===== config.mk =====
export PLATFORM = sky130hd
export DESIGN_NAME = onew_rom_select
export DESIGN_NICKNAME = d
export VERILOG_FILES = /design/src/rtl/onew_rom_pkg.sv /design/src/rtl/onew_cmd_rx.sv /design/src/rtl/onew_id_walk.sv /design/src/rtl/onew_rom_flags.sv /design/src/rtl/onew_rom_select.sv
export SDC_FILE = /design/constraint.sdc
export NUM_CORES = 1
export LEC_CHECK = 0
export BUFFER_PORTS_ARGS = -buffer_cell sky130_fd_sc_hd__buf_2
export CAP_MARGIN = 20
export CORE_ASPECT_RATIO = 1.5
export CORE_MARGIN = 4
export CORE_UTILIZATION = 45
export DETAILED_ROUTE_END_ITERATION = 6
export PLACE_DENSITY = 0.74
export SLEW_MARGIN = 15
export SYNTH_ARGS = -nofsm -noshare
export SYNTH_HDL_FRONTEND = slang
export SYNTH_SLANG_ARGS = --single-unit

===== constraint.sdc =====
create_clock -name clk -period 6.3 [get_ports clk]
set_input_delay 0.315 -clock clk [delete_from_list [all_inputs] [get_ports clk]]
set_output_delay 0.315 -clock clk [all_outputs]
set_load 0.1 [all_outputs]

===== src/rtl/onew_rom_pkg.sv =====
package onew_rom_pkg;

    localparam int ID_BITS  = 64;
    localparam int CMD_BITS = 8;

    localparam logic [CMD_BITS-1:0] OP_READ     = 8'h33;
    localparam logic [CMD_BITS-1:0] OP_MATCH    = 8'h55;
    localparam logic [CMD_BITS-1:0] OP_SEARCH   = 8'hF0;
    localparam logic [CMD_BITS-1:0] OP_SKIP     = 8'hCC;
    localparam logic [CMD_BITS-1:0] OP_RESUME   = 8'hA5;
    localparam logic [CMD_BITS-1:0] OP_OD_SKIP  = 8'h3C;
    localparam logic [CMD_BITS-1:0] OP_OD_MATCH = 8'h69;

    typedef enum logic [2:0] {
        ACT_READ,
        ACT_MATCH,
        ACT_OD_MATCH,
        ACT_SEARCH,
        ACT_SKIP,
        ACT_OD_SKIP,
        ACT_RESUME,
        ACT_NONE
    } rom_act_e;

    typedef enum logic [2:0] {
        ST_CMD,
        ST_READ,
        ST_MATCH,
        ST_SR_TRUE,
        ST_SR_COMP,
        ST_SR_PICK,
        ST_GRANT,
        ST_IDLE
    } sel_state_e;

    typedef struct packed {
        logic cmd_start;
        logic od_begin;
        logic od_set;
        logic match_fail;
        logic clr_res;
        logic set_res;
    } flag_ctl_t;

    function automatic rom_act_e decode_op(input logic [CMD_BITS-1:0] code);
        rom_act_e act;
        case (code)
            OP_READ:     act = ACT_READ;
            OP_MATCH:    act = ACT_MATCH;
            OP_OD_MATCH: act = ACT_OD_MATCH;
            OP_SEARCH:   act = ACT_SEARCH;
            OP_SKIP:     act = ACT_SKIP;
            OP_OD_SKIP:  act = ACT_OD_SKIP;
            OP_RESUME:   act = ACT_RESUME;
            default:     act = ACT_NONE;
        endcase
        return act;
    endfunction

    function automatic logic is_tx_state(input sel_state_e st);
        return (st == ST_READ) || (st == ST_SR_TRUE) || (st == ST_SR_COMP);
    endfunction

endpackage


===== src/rtl/onew_cmd_rx.sv =====
module onew_cmd_rx
    import onew_rom_pkg::*;
#(
    parameter int CMD_W = CMD_BITS
) (
    input  logic             clk,
    input  logic             rst,
    input  logic             clr_i,
    input  logic             en_i,
    input  logic             slot_done_i,
    input  logic             slot_bit_i,
    output logic             byte_done_o,
    output logic [CMD_W-1:0] code_o
);
    localparam int CNT_W = $clog2(CMD_W);
    localparam logic [CNT_W-1:0] CNT_LAST = CNT_W'(CMD_W - 1);

    logic [CMD_W-1:0] sh_q;
    logic [CNT_W-1:0] cnt_q;
    logic             take;

    assign take        = en_i && slot_done_i;
    assign code_o      = {slot_bit_i, sh_q[CMD_W-1:1]};
    assign byte_done_o = take && (cnt_q == CNT_LAST);

    always_ff @(posedge clk) begin
        if (rst || clr_i) begin
            sh_q  <= '0;
            cnt_q <= '0;
        end else if (take) begin
            sh_q  <= code_o;
            cnt_q <= byte_done_o ? '0 : cnt_q + 1'b1;
        end
    end

    AST_CMD_RESTART: assert property (@(posedge clk) disable iff (rst)
        clr_i |=> (cnt_q == '0)) else $error("command count not restarted");

endmodule


===== src/rtl/onew_id_walk.sv =====
module onew_id_walk
    import onew_rom_pkg::*;
#(
    parameter int ID_W = ID_BITS
) (
    input  logic            clk,
    input  logic            rst,
    input  logic            clr_i,
    input  logic            inc_i,
    input  logic [ID_W-1:0] node_id_i,
    output logic            id_bit_o,
    output logic            last_o
);
    localparam int IDX_W = $clog2(ID_W);
    localparam logic [IDX_W-1:0] IDX_LAST = IDX_W'(ID_W - 1);

    logic [IDX_W-1:0] idx_q;

    assign id_bit_o = node_id_i[idx_q];
    assign last_o   = (idx_q == IDX_LAST);

    always_ff @(posedge clk) begin
        if (rst || clr_i) begin
            idx_q <= '0;
        end else if (inc_i) begin
            idx_q <= idx_q + 1'b1;
        end
    end

    AST_IDX_BOUND: assert property (@(posedge clk) disable iff (rst)
        inc_i |-> !last_o) else $error("identifier index overrun");

endmodule


===== src/rtl/onew_rom_flags.sv =====
module onew_rom_flags
    import onew_rom_pkg::*;
(
    input  logic      clk,
    input  logic      rst,
    input  flag_ctl_t ctl_i,
    output logic      resume_o,
    output logic      od_o
);
    logic res_q;
    logic od_q;
    logic od_prev_q;
    logic od_pend_q;

    always_ff @(posedge clk) begin
        if (rst) begin
            res_q     <= 1'b0;
            od_q      <= 1'b0;
            od_prev_q <= 1'b0;
            od_pend_q <= 1'b0;
        end else begin
            if (ctl_i.cmd_start) begin
                od_pend_q <= ctl_i.od_begin;
                if (ctl_i.od_begin) begin
                    od_prev_q <= od_q;
                    od_q      <= 1'b1;
                end
            end
            if (ctl_i.od_set) begin
                od_q <= 1'b1;
            end
            if (ctl_i.match_fail && od_pend_q) begin
                od_q <= od_prev_q;
            end
            if (ctl_i.clr_res) begin
                res_q <= 1'b0;
            end
            if (ctl_i.set_res) begin
                res_q <= 1'b1;
            end
        end
    end

    assign resume_o = res_q;
    assign od_o     = od_q;

    AST_OD_DROP_ONLY_ON_FAIL: assert property (@(posedge clk) disable iff (rst)
        $fell(od_q) |-> $past(od_pend_q)) else $error("fast mode lost outside a failed compare");

    AST_RES_NO_CONFLICT: assert property (@(posedge clk) disable iff (rst)
        !(ctl_i.set_res && ctl_i.clr_res)) else $error("resume set and cleared together");

endmodule


===== src/rtl/onew_rom_select.sv =====
module onew_rom_select
    import onew_rom_pkg::*;
#(
    parameter int ID_W = ID_BITS
) (
    input  logic            clk,
    input  logic            rst,
    input  logic            bus_reset_i,
    input  logic            slot_done_i,
    input  logic            slot_bit_i,
    input  logic [ID_W-1:0] node_id_i,
    output logic            slot_read_o,
    output logic            tx_bit_o,
    output logic            grant_o,
    output logic            resume_o,
    output logic            overdrive_o
);
    sel_state_e          state_q;
    sel_state_e          state_d;
    flag_ctl_t           fctl;
    logic                byte_done;
    logic [CMD_BITS-1:0] code;
    logic                id_bit;
    logic                id_last;
    logic                walk_clr;
    logic                walk_inc;
    logic                bit_miss;

    onew_cmd_rx #(.CMD_W(CMD_BITS)) u_cmd_rx (
        .clk         (clk),
        .rst         (rst),
        .clr_i       (bus_reset_i),
        .en_i        (state_q == ST_CMD),
        .slot_done_i (slot_done_i),
        .slot_bit_i  (slot_bit_i),
        .byte_done_o (byte_done),
        .code_o      (code)
    );

    onew_id_walk #(.ID_W(ID_W)) u_id_walk (
        .clk       (clk),
        .rst       (rst),
        .clr_i     (walk_clr),
        .inc_i     (walk_inc),
        .node_id_i (node_id_i),
        .id_bit_o  (id_bit),
        .last_o    (id_last)
    );

    onew_rom_flags u_flags (
        .clk      (clk),
        .rst      (rst),
        .ctl_i    (fctl),
        .resume_o (resume_o),
        .od_o     (overdrive_o)
    );

    assign bit_miss = (slot_bit_i != id_bit);

    always_comb begin
        state_d  = state_q;
        fctl     = '0;
        walk_clr = 1'b0;
        walk_inc = 1'b0;
        if (bus_reset_i) begin
            state_d  = ST_CMD;
            walk_clr = 1'b1;
        end else begin
            case (state_q)
                ST_CMD: begin
                    if (byte_done) begin
                        walk_clr       = 1'b1;
                        fctl.cmd_start = 1'b1;
                        case (decode_op(code))
                            ACT_READ: begin
                                state_d      = ST_READ;
                                fctl.clr_res = 1'b1;
                            end
                            ACT_MATCH: begin
                                state_d      = ST_MATCH;
                                fctl.clr_res = 1'b1;
                            end
                            ACT_OD_MATCH: begin
                                state_d       = ST_MATCH;
                                fctl.clr_res  = 1'b1;
                                fctl.od_begin = 1'b1;
                            end
                            ACT_SEARCH: begin
                                state_d      = ST_SR_TRUE;
                                fctl.clr_res = 1'b1;
                            end
                            ACT_SKIP: begin
                                state_d      = ST_GRANT;
                                fctl.clr_res = 1'b1;
                            end
                            ACT_OD_SKIP: begin
                                state_d      = ST_GRANT;
                                fctl.clr_res = 1'b1;
                                fctl.od_set  = 1'b1;
                            end
                            ACT_RESUME: begin
                                state_d = resume_o ? ST_GRANT : ST_IDLE;
                            end
                            default: begin
                                state_d      = ST_IDLE;
                                fctl.clr_res = 1'b1;
                            end
                        endcase
                    end
                end
                ST_READ: begin
                    if (slot_done_i) begin
                        if (id_last) state_d = ST_GRANT;
                        else         walk_inc = 1'b1;
                    end
                end
                ST_MATCH: begin
                    if (slot_done_i) begin
                        if (bit_miss) begin
                            state_d         = ST_IDLE;
                            fctl.match_fail = 1'b1;
                        end else if (id_last) begin
                            state_d      = ST_GRANT;
                            fctl.set_res = 1'b1;
                        end else begin
                            walk_inc = 1'b1;
                        end
                    end
                end
                ST_SR_TRUE: begin
                    if (slot_done_i) state_d = ST_SR_COMP;
                end
                ST_SR_COMP: begin
                    if (slot_done_i) state_d = ST_SR_PICK;
                end
                ST_SR_PICK: begin
                    if (slot_done_i) begin
                        if (bit_miss) begin
                            state_d = ST_IDLE;
                        end else if (id_last) begin
                            state_d      = ST_GRANT;
                            fctl.set_res = 1'b1;
                        end else begin
                            state_d  = ST_SR_TRUE;
                            walk_inc = 1'b1;
                        end
                    end
                end
                default: state_d = state_q;
            endcase
        end
    end

    always_ff @(posedge clk) begin
        if (rst) state_q <= ST_CMD;
        else     state_q <= state_d;
    end

    assign slot_read_o = is_tx_state(state_q);
    assign grant_o     = (state_q == ST_GRANT);

    always_comb begin
        case (state_q)
            ST_READ, ST_SR_TRUE: tx_bit_o = id_bit;
            ST_SR_COMP:          tx_bit_o = ~id_bit;
            default:             tx_bit_o = 1'b1;
        endcase
    end

    AST_RESET_DROPS_GRANT: assert property (@(posedge clk) disable iff (rst)
        bus_reset_i |=> !grant_o && !slot_read_o) else $error("bus reset did not abort");

    AST_GRANT_HOLDS: assert property (@(posedge clk) disable iff (rst)
        grant_o && !bus_reset_i |=> grant_o) else $error("grant lost without bus reset");

    AST_RESUME_WITH_GRANT: assert property (@(posedge clk) disable iff (rst)
        $rose(resume_o) |-> $rose(grant_o)) else $error("resume flag set without selection");

    AST_OD_FALL_NO_GRANT: assert property (@(posedge clk) disable iff (rst)
        $fell(overdrive_o) |-> !grant_o) else $error("fast mode dropped on a granted path");

    AST_IDLE_SILENT: assert property (@(posedge clk) disable iff (rst)
        (state_q == ST_IDLE) && !bus_reset_i |=> (state_q == ST_IDLE) && !slot_read_o) else $error("idle device woke up");

endmodule


Word level (Yosys, flattened, before mapping). Cells that the tools add are included.

Register bits after elaboration: 24. Latch bits: 0. RAM bits: 0. Memory bits (read-only): 0. Word-level logic and storage cells: 112. Memories kept: 0.

Add/subtract/negate cells: 2. Multiply operators: 0. Div/mod/pow operators: 0. Order comparisons: 1. Equality and inequality tests: 28. Shifts and indexed selects: 0. Multiplexer cells: 51. Bitwise gates (word level): 1. Reduce and logical (&&, ||, !) cells: 21.

Operator list (count): two-way mux 3 bit (16); two-way mux 1 bit (28); == test 8 bit, second input constant (3); == test 3 bit, second input constant (7); case mux 3 bit (7 select lines) (1); case mux 3 bit (6 select lines) (1); == test 8 x 6 -> 1 bit, second input constant (2); == test 8 x 7 -> 1 bit, second input constant (2); case mux 3 bit (5 select lines) (1); == test 3 x 2 -> 1 bit, second input constant (4); inequality test 2 bit, second input constant (6); OR reduction 2 bit (5); less-than comparator 6 x 7 -> 1 bit, second input constant (1); AND reduction 7 bit (1); adder 6 x 1 -> 6 bit, second input constant (1); binary-select mux 1 bit (select 6 bit) (1); == test 3 x 1 -> 1 bit, second input constant (2); == test 6 bit, second input constant (1); zero test 3 bit (2); two-way mux 6 bit (1); nonzero test 3 bit (2); nonzero test 6 bit (1); logical OR 1 bit (4); case mux 1 bit (2 select lines) (2); 6 further kinds (9).

Logic depth before layout (Yosys ltp). Gate-level depths: netlist of run 1.

Depth after elaboration: 15. Gate-level depth with buffers: 11. Mapped depth without buffers: 9.

Cells and area by module. Synthesis of run 1 repeated with hierarchy kept, for this count alone.

Cells, all modules: 219. Area, all modules: 2147.1 um^2.

Modules (own cells, without submodules): onew_id_walk (times used 1, cells each 80, area each 875.8 um^2, sequential area each 120.1 um^2); onew_rom_select (times used 1, cells each 73, area each 593.1 um^2, sequential area each 60.1 um^2); onew_cmd_rx (times used 1, cells each 50, area each 524.3 um^2, sequential area each 200.2 um^2); onew_rom_flags (times used 1, cells each 16, area each 153.9 um^2, sequential area each 80.1 um^2).

Worst setup path before layout of run 1. OpenSTA, ideal clock, no wires.

Kind: register to output. Start point: register u_id_walk.idx_q[1]. End point: output port tx_bit_o. Data arrival time: 3.046 ns. Slack: 2.939 ns. Stages on the path, launching flop included: 9. Path through: dfxtp_1 > buf_6 > buf_6 > nor2_1 > a22oi_1 > nand4_1 > and4_1 > mux2i_1 > mux2i_1.

Word-level cells in the longest chain between the ends: 4.

RTL lines: start: declaration (line onew_id_walk.sv:17) `logic [IDX_W-1:0] idx_q;`; start signal: assignment (line onew_id_walk.sv:26) `idx_q <= idx_q + 1'b1;`; binary-select mux 1 bit (select 6 bit) (*) (line onew_id_walk.sv:19) `assign id_bit_o = node_id_i[idx_q];`; two-way mux 1 bit (not written as such) (*) (line onew_id_walk.sv:19); NOT 1 bit (line onew_rom_select.sv:165) `ST_SR_COMP: tx_bit_o = ~id_bit;`; case mux 1 bit (2 select lines) (*) (line onew_rom_select.sv:163) `case (state_q)`; end: declaration (line onew_rom_select.sv:13) `output logic tx_bit_o,`.

Every way passes the cells marked *; elsewhere a longest branch is shown, timed or not. The select of a mux whose other input is x is not followed.

Final worst setup path of run 1.
Start point: register u_id_walk.idx_q[2]. End point: output port tx_bit_o.

The elaborated chain is that of the path after synthesis.

==> impl_metrics.json, run 1 <==
{
  "cts_tree": "done",
  "boundaryPins": 74,
  "slowest_delay_ns": 0.79,
  "ctsResizeCount": 0,
  "h-tree-depth": 1,
  "slew_headroom": 0.5205,
  "crit_buf_inv": 1,
  "num_vias": 2103,
  "cts-root-buf": "clkbuf_8",
  "avgSynthCellArea_um2": 7.926,
  "drtIter0Drc": 110,
  "rsz0062_at_grt": "no",
  "finalSetupViolCount": 0,
  "start_util": 0.4686,
  "skew_ns": 0.006030,
  "cp_top_family": "flip-flops",
  "yosysWarnings": 0,
  "period_share": 0.5074,
  "arrival_ns": 2.88,
  "synth_most_common_cell": "nand2_1",
  "syn_nets": 323,
  "dieArea_um2": 5571,
  "area_growth_syn_to_layout_pct": 20.06,
  "post_drt_wl_per_cell_um": 14.60,
  "vdd_drop_max_v": 0.0001419,
  "slew_viol_final": 0,
  "synth.largest_area_cell": "dfxtp_1",
  "worst_slew_pin_slew_ns": 0.7182,
  "die_w_um": 62.29,
  "io_buffer_count": 73,
  "async_reset_ff_frac": 0,
  "clk_latency_ns": 0.27,
  "synthesis.area_um2": 1989,
  "status": "finished, final reports clean",
  "nets": 388,
  "core_area_um2": 4245,
  "synth-edff-count": 0,
  "cts_made_buffers": 3,
  "rr_worst_depth": 9,
  "cp.required_ns": 5.98,
  "wirelength_um": 5271,
  "grt_start_max_net_pins": 32,
  "min_path_type": "in2reg",
  "worst-setup-path-type": "reg2out",
  "synth_cells": 251,
  "grt-ovfl-total": 0,
  "worst_setup_path_start_kind": "flip-flop",
  "synth_area_leaders": "dfxtp_1 (23%), mux2i_1 (9.1%), mux4_1 (6.6%)",
  "place_congestion": 0.9098,
  "ys_seq_area_frac": 0.2314,
  "tns_ns": 0,
  "cts_hold_buf": 0,
  "path_depth": 7,
  "grt_pass1_wl_um": 9170,
  "clockBufferDepth": 2,
  "power.leakage_nw": 0.9324,
  "crit_chain": "nor2b_1 -> a222oi_1 -> a22oi_1 -> nand2_1 -> mux2i_1 -> mux2i_1 -> buf_2",
  "whs_path_depth": 2,
  "drive_gt1_frac": 0.2889,
  "cellPowerDensity_nw_per_um2": 118.2,
  "antenna_found_initial": 0,
  "finalHoldViolations": 0,
  "final_util": 0.5626,
  "hpwl_um": 4186,
  "die_height_um": 89.43,
  "critPathCaptureType": "output port",
  "num_rows": 29,
  "maxCapViolations": 0,
  "yosysTopAreaCellShare": 0.2314,
  "synthTopCellsByCount": "nand2_1 (35), a21oi_1 (23), dfxtp_1 (23)",
  "vias_per_cell": 5.825,
  "synth_ff_type": "dfxtp_1",
  "min_period_ns": 3.197,
  "grt_util_all_layers": 0.1976,
  "max_freq_mhz": 312.8,
  "ant_nets": 0,
  "clk_pin_slew_ns": 0.08,
  "synth-seq-cells": 23,
  "crit_path_frequent_cell": "mux2i_1",
  "drt-pass1-iter-count": 4,
  "cts_setup_buffers": 0,
  "cp_max_fo": 21,
  "clkSinkCount": 23,
  "ys_types": 53,
  "drc": 0,
  "worst_path_max_delay_cell": "dfxtp_1",
  "antenna_cells": 0,
  "grt_pass1_vias": 2086
}
==> final timing paths <==
| kind | start | slack, ns | endpoint |
|---|---|---|---|
| worst max-delay path | u_id_walk.idx_q[2] | 3.10 | tx_bit_o |
| worst min-delay path | rst | 0.27 | u_flags.od_prev_q |
| worst min register to register | u_cmd_rx.cnt_q[1] | 0.46 | u_cmd_rx.cnt_q[1] |
| worst max register to register | u_id_walk.idx_q[2] | 3.12 | u_id_walk.idx_q[3] |
==> report_power, final <==
group | leakage [nW] | total, W | internal [W] | switching (W)
Clock | 0.0228 | 0.0000922 | 0.0000452 | 0.0000469
Sequential | 0.185 | 0.000147 | 0.000146 | 0.000000605
Combinational | 0.724 | 0.0000437 | 0.0000252 | 0.0000184
Total | 0.932 | 0.000282 | 0.000216 | 0.0000660
==> cell type report <==
class / count / area (um^2)
Fill cell: 393 / 1857
Multi-Input combinational cell: 212 / 1445
Sequential cell: 23 / 460.4
Timing Repair Buffer: 74 / 372.9
Tap cell: 46 / 57.56
Clock buffer: 4 / 45.04
Inverter: 2 / 7.507
==> layout by cell type (no fill, tap or decap), drive strengths merged, types with 2 or more instances in the layout <==
master	synthesis	final
o21bai	2	2
inv	2	2
or3	5	5
dfxtp	23	23
buf	8	74
nor3b	2	2
mux2	6	6
a22oi	6	6
or2	3	3
nor3	11	11
nand2	35	35
mux2i	18	18
and2	5	5
clkbuf	6	4
nor2b	8	8
nor2	22	22
o21ai	11	11
xor2	2	2
ha	3	3
mux4	5	5
nand3	9	9
nand3b	4	4
nand2b	7	7
nand4	4	4
a21oi	23	23
==> per-layer routing <==
layer	wire [um]	up-vias	global-route usage
met1	1955	965	0.1977
li1	-	1050	-
met4	149	0	0.08687
met3	367	13	0.03774
met2	2799	75	0.3925
met5	0	-	0
==> state kept, by name (all words and copies together), names as in the netlist <==
name	flops
u_cmd_rx.sh_q	7
u_id_walk.idx_q	6
state_q	3
u_cmd_rx.cnt_q	3
u_flags.od_o	1
u_flags.od_pend_q	1
u_flags.od_prev_q	1
u_flags.resume_o	1
==> cell families (layout without fill, tap and decap cells) <==
kind of cell,Yosys count,after routing,synth area share
muxes,29,29,0.1924
buffers and inverters,16,80,0.04214
adders and majority gates,3,3,0.01887
and+or+nand+nor,121,121,0.3113
DFF,23,23,0.2314
xor gates and xnor gates,3,3,0.01321
AOI/OAI and AO/OA,56,56,0.1906
==> stage by stage <==
| step | cell area (um^2) | instances | power, W | worst slack [ns] | hold slack [ns] |
|---|---|---|---|---|---|
| after floorplan | 1989 | 251 | 0.0001690 | 2.939 | 0.3841 |
| after global placement | 2344 | 357 | 0.0001932 | 3.154 | 0.4447 |
| after detailed placement | 2344 | 357 | 0.0001939 | 3.120 | 0.4558 |
| after CTS | 2389 | 361 | 0.0002849 | 3.067 | 0.2819 |
| after global routing | 2389 | 361 | 0.0002938 | 2.785 | 0.2925 |
| final | 2389 | 361 | 0.0002824 | 3.103 | 0.2743 |
No activity file was read; power rests on OpenSTA's default activity.
==> run 2, diff against run 1 <==
--- a/config.mk
+++ b/config.mk
@@ -5,13 +5,14 @@
 export SDC_FILE = /design/constraint.sdc
 export NUM_CORES = 1
 export LEC_CHECK = 0
+export ABC_AREA = 1
 export BUFFER_PORTS_ARGS = -buffer_cell sky130_fd_sc_hd__buf_2
 export CAP_MARGIN = 20
 export CORE_ASPECT_RATIO = 1.5
 export CORE_MARGIN = 4
 export CORE_UTILIZATION = 45
 export DETAILED_ROUTE_END_ITERATION = 6
-export PLACE_DENSITY = 0.74
+export PLACE_DENSITY = 0.75
 export SLEW_MARGIN = 15
 export SYNTH_ARGS = -nofsm -noshare
 export SYNTH_HDL_FRONTEND = slang
==> constraint.sdc (replaced) <==
create_clock -name clk -period 2.6 [get_ports clk]
set_input_delay 0.13 -clock clk [delete_from_list [all_inputs] [get_ports clk]]
set_output_delay 0.13 -clock clk [all_outputs]
set_load 0.1 [all_outputs]
==> impl_metrics.json, run 2 <==
{
  "yosysWarnings": 0,
  "num_rows": 31,
  "synthTopCellsByCount": "nand2_1 (132), inv_1 (63), nand3_1 (43)",
  "synthAdderAreaFrac": 0.01695,
  "boundaryPins": 74,
  "syn_nets": 468,
  "synth_cells": 396,
  "ys_seq_area_frac": 0.2079,
  "whs_endpoint": "u_flags.resume_o",
  "die_height_um": 93.92,
  "vias_per_cell": 4.754,
  "gr-usage-met1": 0.1868,
  "hpwl_um": 4531,
  "synth_xor_area_frac": 0.01977,
  "final_common_cell": "nand2_1",
  "die_w_um": 65.28,
  "synth-edff-count": 0,
  "grt_busiest_layer": "met2",
  "power.leakage_nw": 1.451,
  "h-tree-depth": 1,
  "drc": 0,
  "post_drt_wl_per_cell_um": 10.58,
  "p_switching_w": 0.0001884,
  "cellPowerDensity_nw_per_um2": 270.4,
  "drt-pass1-iter-count": 4,
  "grt_pass1_wl_um": 8928,
  "r2r_slack_ns": 0.54,
  "synth_ff_type": "dfxtp_1",
  "worst-setup-path-type": "reg2out",
  "area_growth_syn_to_layout_pct": 19.72,
  "place_congestion": 0.8617,
  "clk_pin_slew_ns": 0.08,
  "max_freq_mhz": 432.4,
  "skew_ns": 0.004080,
  "yosysTopAreaCellShare": 0.2237,
  "worst_setup_path_start_kind": "flip-flop",
  "wirelength_um": 5598,
  "io_buffer_count": 73,
  "cp_max_fo": 32,
  "status": "finished, final reports clean",
  "finalSetupViolCount": 0,
  "antenna_found_initial": 0,
  "num_vias": 2515,
  "clk_latency_ns": 0.27,
  "synthSimpleGateAreaFrac": 0.4684,
  "slew_viol_final": 0,
  "async_reset_ff_frac": 0,
  "grt-ovfl-total": 0,
  "nets": 536,
  "gr-usage-met2": 0.3542,
  "rsz0062_at_grt": "no",
  "reg_top3": "u_cmd_rx.sh_q: 7 flops, u_id_walk.idx_q: 6 flops",
  "r2r_start": "u_id_walk.idx_q[0]",
  "cts_tree": "done",
  "antenna_cells": 0,
  "arrival_ns": 2.18,
  "synth_compound_area_frac": 0.1232,
  "start_util": 0.4605,
  "grt_start_max_net_pins": 36,
  "cts_made_buffers": 3,
  "layout_common_cells": "nand2_1 (132), buf_2 (72), inv_1 (63)",
  "grtUsageMet3": 0.01916,
  "period_share": 0.8895,
  "vdd_drop_max_v": 0.0003269,
  "pwr-share-seq": 0.503,
  "rr_worst_depth": 14,
  "synthMuxAreaShare": 0,
  "synth_most_common_cell": "nand2_1",
  "totalPowerFinal_w": 0.0007170,
  "min_from": "rst",
  "synth-seq-cells": 23,
  "tns_ns": 0,
  "grt_util_all_layers": 0.1756,
  "cts-root-buf": "clkbuf_8",
  "synth.largest_area_cell": "nand2_1",
  "ys_types": 33,
  "drive_gt1_frac": 0.2030,
  "drtIter0Drc": 128,
  "synth_area_leaders": "nand2_1 (22%), dfxtp_1 (21%), inv_1 (11%)",
  "switching_share": 0.2628,
  "finalHoldViolations": 0,
  "largest_register_ffs": 7,
  "synthesis.area_um2": 2215,
  "avgSynthCellArea_um2": 5.592,
  "largest_register": "u_cmd_rx.sh_q",
  "ant_nets": 0,
  "clkSinkCount": 23,
  "p_int_w": 0.0005286,
  "min_period_ns": 2.313,
  "clockPowerShare": 0.315,
  "grt_pass1_vias": 2252,
  "cts_setup_buffers": 0,
  "whs_path_depth": 2,
  "min_path_type": "in2reg",
  "clockBufferDepth": 2,
  "core_area_um2": 4810,
  "cp.required_ns": 2.47,
  "reg2reg_to": "u_id_walk.idx_q[5]",
  "critPathCaptureType": "output port",
  "worst_slew_pin_slew_ns": 0.6244,
  "maxCapViolations": 0,
  "power_frac_comb": 0.182,
  "dieArea_um2": 6131,
  "synth_top_family_by_area": "simple AND/OR/NAND/NOR gates",
  "slew_headroom": 0.5822
}
## run 2: cell count changes in the layout (fill, tap and decap cells not counted), moves of 11 or more
| cell | change |
|---|---|
| inv_1 | +61 |
| mux2i_1 | -18 |
| nand2_1 | +97 |
| nand3_1 | +34 |
| nor2_1 | +11 |
## run 2: timing repair
action,CTS,global route
gates resized for setup,0,1
endpoints found under the setup margin,0,1
hold buffers,0,0
## run 2: metrics by stage
stage | cells | setup slack [ns] | hold slack [ns] | instance area (um^2) | utilization
detailed placement | 525 | 0.4604 | 0.3554 | 2601 | 0.5408
finish | 529 | 0.2874 | 0.07372 | 2651 | 0.5512
global placement | 525 | 0.5262 | 0.3514 | 2601 | 0.5408
global route | 529 | 0.05647 | 0.08626 | 2651 | 0.5512
floorplan | 396 | 0.3616 | 0.1991 | 2218 | -
CTS | 529 | 0.1735 | 0.07047 | 2648 | 0.5505
## run 2: layout make-up
cell class	instances	area [um^2]
Fill cell	533	2158
Timing Repair Buffer	77	414.1
Sequential cell	23	460.4
Inverter	66	252.7
Multi-Input combinational cell	293	1395
Tap cell	66	82.58
Clock buffer	3	41.29
Clock inverter	1	5.005
## run 2: layer usage
metal  vias to the layer above  share of wire
met4                         0         0.0098
met1                      1065           0.40
met2                        56           0.53
met3                         5          0.062
met5                         -              0
li1                       1389              -
## run 2: worst max-delay path by stage
stage	start	end	slack, ns	cells past startpoint
after floorplan	u_id_walk.idx_q[0]	tx_bit_o	0.36	13
after global placement	u_id_walk.idx_q[0]	state_q[0]	0.53	16
after detailed placement	u_id_walk.idx_q[0]	u_id_walk.idx_q[5]	0.46	16
after CTS	u_id_walk.idx_q[0]	tx_bit_o	0.17	14
after global routing	u_id_walk.idx_q[0]	tx_bit_o	0.06	13
final	u_id_walk.idx_q[0]	tx_bit_o	0.29	14
## run 2: worst max-delay path, stage by stage (launching register included)
cell and delay (ns):
dfxtp_1 0.47, buf_6 0.27, nand2_1 0.07, nand2_1 0.07, nand2_1 0.04, nand3_1 0.08
nand3_1 0.11, nand2_1 0.08, nand2_1 0.04, nand2_1 0.08, inv_2 0.07, nand2_4 0.09
nor3_1 0.06, a21oi_2 0.17, buf_12 0.19
## run 2: kinds of logic (layout without fill, tap and decap cells)
logic type	after synthesis	after routing
buffers and inverters	80	147
AND/OR/NAND/NOR	234	234
AO/OA/AOI/OAI	51	51
adder cells (fa/ha/maj)	3	3
flip-flops	23	23
XOR/XNOR	5	5
## run 2: power groups by stage
stage | sequential [W] | combinational, W | clock (W)
6_report | 0.000361 | 0.000130 | 0.000226
5_1_grt | 0.000362 | 0.000148 | 0.000242
4_1_cts | 0.000361 | 0.000131 | 0.000234
3_5_place_dp | 0.000369 | 0.000130 | 0
3_3_place_gp | 0.000369 | 0.000131 | 0
2_1_floorplan | 0.000368 | 0.0000649 | 0
==> run 3, diff against run 2 <==
--- a/config.mk
+++ b/config.mk
@@ -7,13 +7,13 @@
 export LEC_CHECK = 0
 export ABC_AREA = 1
 export BUFFER_PORTS_ARGS = -buffer_cell sky130_fd_sc_hd__buf_2
-export CAP_MARGIN = 20
+export CAP_MARGIN = 10
 export CORE_ASPECT_RATIO = 1.5
 export CORE_MARGIN = 4
-export CORE_UTILIZATION = 45
+export CORE_UTILIZATION = 35
 export DETAILED_ROUTE_END_ITERATION = 6
-export PLACE_DENSITY = 0.75
-export SLEW_MARGIN = 15
+export PLACE_DENSITY = 0.61
+export SLEW_MARGIN = 30
 export SYNTH_ARGS = -nofsm -noshare
 export SYNTH_HDL_FRONTEND = slang
 export SYNTH_SLANG_ARGS = --single-unit
==> impl_metrics.json, run 3 (same netlist as run 2, synthesis figures left out) <==
{
  "grt_start_max_net_pins": 36,
  "power.leakage_nw": 1.456,
  "nets": 537,
  "worst_slew_pin_slew_ns": 0.6396,
  "post_layout_nonfiller_instances": 538,
  "slew_viol_final": 0,
  "vias_per_cell": 4.805,
  "finalSetupViolCount": 0,
  "worstSetupStartpoint": "u_id_walk.idx_q[0]",
  "cp.required_ns": 2.47,
  "worst_setup_path_start_kind": "flip-flop",
  "tns_ns": 0,
  "post_drt_wl_per_cell_um": 11.81,
  "die_w_um": 72.95,
  "cts_made_buffers": 3,
  "die_height_um": 105.4,
  "wirelength_um": 6356,
  "cts_hold_buf": 0,
  "grtUsageMet3": 0.01145,
  "drive_gt1_frac": 0.2047,
  "antenna_cells": 0,
  "maxCapViolations": 0,
  "layout_common_cells": "nand2_1 (132), buf_2 (72), inv_1 (63)",
  "num_vias": 2585,
  "cp_top_family": "simple AND/OR/NAND/NOR gates",
  "arrival_ns": 2.13,
  "crit_chain": "buf_4 -> nor2_1 -> nor2_1 -> o21ai_0 -> nand3_1 -> nand3_1 -> nand2_1 -> nand3_2 -> nand2_4 -> nor3_1 -> a21oi_2 -> buf_12",
  "rsz0062_at_grt": "no",
  "start_util": 0.3612,
  "dieArea_um2": 7690,
  "clk_latency_ns": 0.26,
  "final_common_cell": "nand2_1",
  "period_share": 0.8695,
  "critPathCaptureType": "output port",
  "ctsResizeCount": 0,
  "status": "finished, final reports clean",
  "drtIter0Drc": 95,
  "place_congestion": 0.8673,
  "grt_pass1_vias": 2559,
  "grt-ovfl-total": 0,
  "cts-root-buf": "clkbuf_8",
  "grt_busiest_layer": "met2",
  "max_freq_mhz": 442.3,
  "cts_tree": "done",
  "boundaryPins": 74,
  "area_growth_syn_to_layout_pct": 20.34,
  "clkSinkCount": 23,
  "grt_util_all_layers": 0.1680,
  "core_area_um2": 6131,
  "min_period_ns": 2.261,
  "drt-pass1-iter-count": 4,
  "min_from": "rst",
  "largest_register_ffs": 7,
  "cellPowerDensity_nw_per_um2": 269.1,
  "antenna_found_initial": 0,
  "finalHoldViolations": 0,
  "gr-usage-met1": 0.1665,
  "skew_ns": 0.002148,
  "whs_endpoint": "u_flags.od_pend_q",
  "r2r_slack_ns": 0.59,
  "ant_nets": 0,
  "grt_pass1_wl_um": 10470,
  "worst_path_max_delay_cell": "dfxtp_1",
  "nFillCells": 698,
  "vdd_drop_max_v": 0.0002645,
  "r2r_start": "u_id_walk.idx_q[0]",
  "reg_top3": "u_cmd_rx.sh_q: 7 flops, u_id_walk.idx_q: 6 flops",
  "clockBufferDepth": 2,
  "io_buffer_count": 73,
  "dpl.cell_count": 534,
  "multiInputGateArea_um2": 1395,
  "slowest_delay_ns": 0.43,
  "clk_pin_slew_ns": 0.08,
  "gr-usage-met2": 0.3391,
  "num_rows": 35,
  "h-tree-depth": 1,
  "cts_setup_buffers": 0,
  "slew_headroom": 0.5720,
  "rr_worst_depth": 14,
  "reg2reg_to": "u_id_walk.idx_q[3]",
  "drc": 0,
  "worst-setup-path-type": "reg2out",
  "hpwl_um": 5236,
  "cp_max_fo": 16,
  "min_path_type": "in2reg",
  "crit_buf_inv": 2,
  "seq_area_um2": 460.4,
  "largest_register": "u_cmd_rx.sh_q",
  "whs_path_depth": 2
}
[run 3: cell types whose count changed in the layout (fill, tap and decap cells not counted), sizes merged]
cell | before | now
buf | 77 | 78
[run 3: area by class of cell]
type	instances	share of cell area
Timing Repair Buffer	78	0.1568
Clock inverter	1	0.001878
Sequential cell	23	0.1728
Multi-Input combinational cell	293	0.5235
Tap cell	74	0.03474
Inverter	66	0.09484
Clock buffer	3	0.01549
[run 3: stage by stage]
step	util	hold slack [ns]	setup WS (ns)	power, W	area, um^2
6_report	0.4347	0.09654	0.3392	0.0007172	2665
3_5_place_dp	0.4271	0.3810	0.5744	0.0005021	2619
5_1_grt	0.4347	0.09801	0.1083	0.0007567	2665
2_1_floorplan	-	0.1991	0.3616	0.0004333	2218
4_1_cts	0.4347	0.09119	0.2978	0.0007300	2665
3_3_place_gp	0.4271	0.3787	0.6189	0.0005015	2619
[run 3: worst max-delay path by stage]
stage | slack (ns) | end | cells after the start
after global routing | 0.11 | tx_bit_o | 12
after global placement | 0.62 | u_id_walk.idx_q[3] | 16
final | 0.34 | tx_bit_o | 12
after detailed placement | 0.57 | u_id_walk.idx_q[3] | 14
after floorplan | 0.36 | tx_bit_o | 13
after CTS | 0.30 | tx_bit_o | 12
[run 3: routing by layer]
layer	vias up	part of all wire
met2	76	0.54
met4	0	0.027
met1	1109	0.38
li1	1386	-
met5	-	0
met3	14	0.058
[run 3: report_power, final]
group | internal, W | total (W) | switching [W]
clock | 0.000107 | 0.000224 | 0.000117
combinational | 0.0000644 | 0.000132 | 0.0000677
sequential | 0.000357 | 0.000361 | 0.00000399
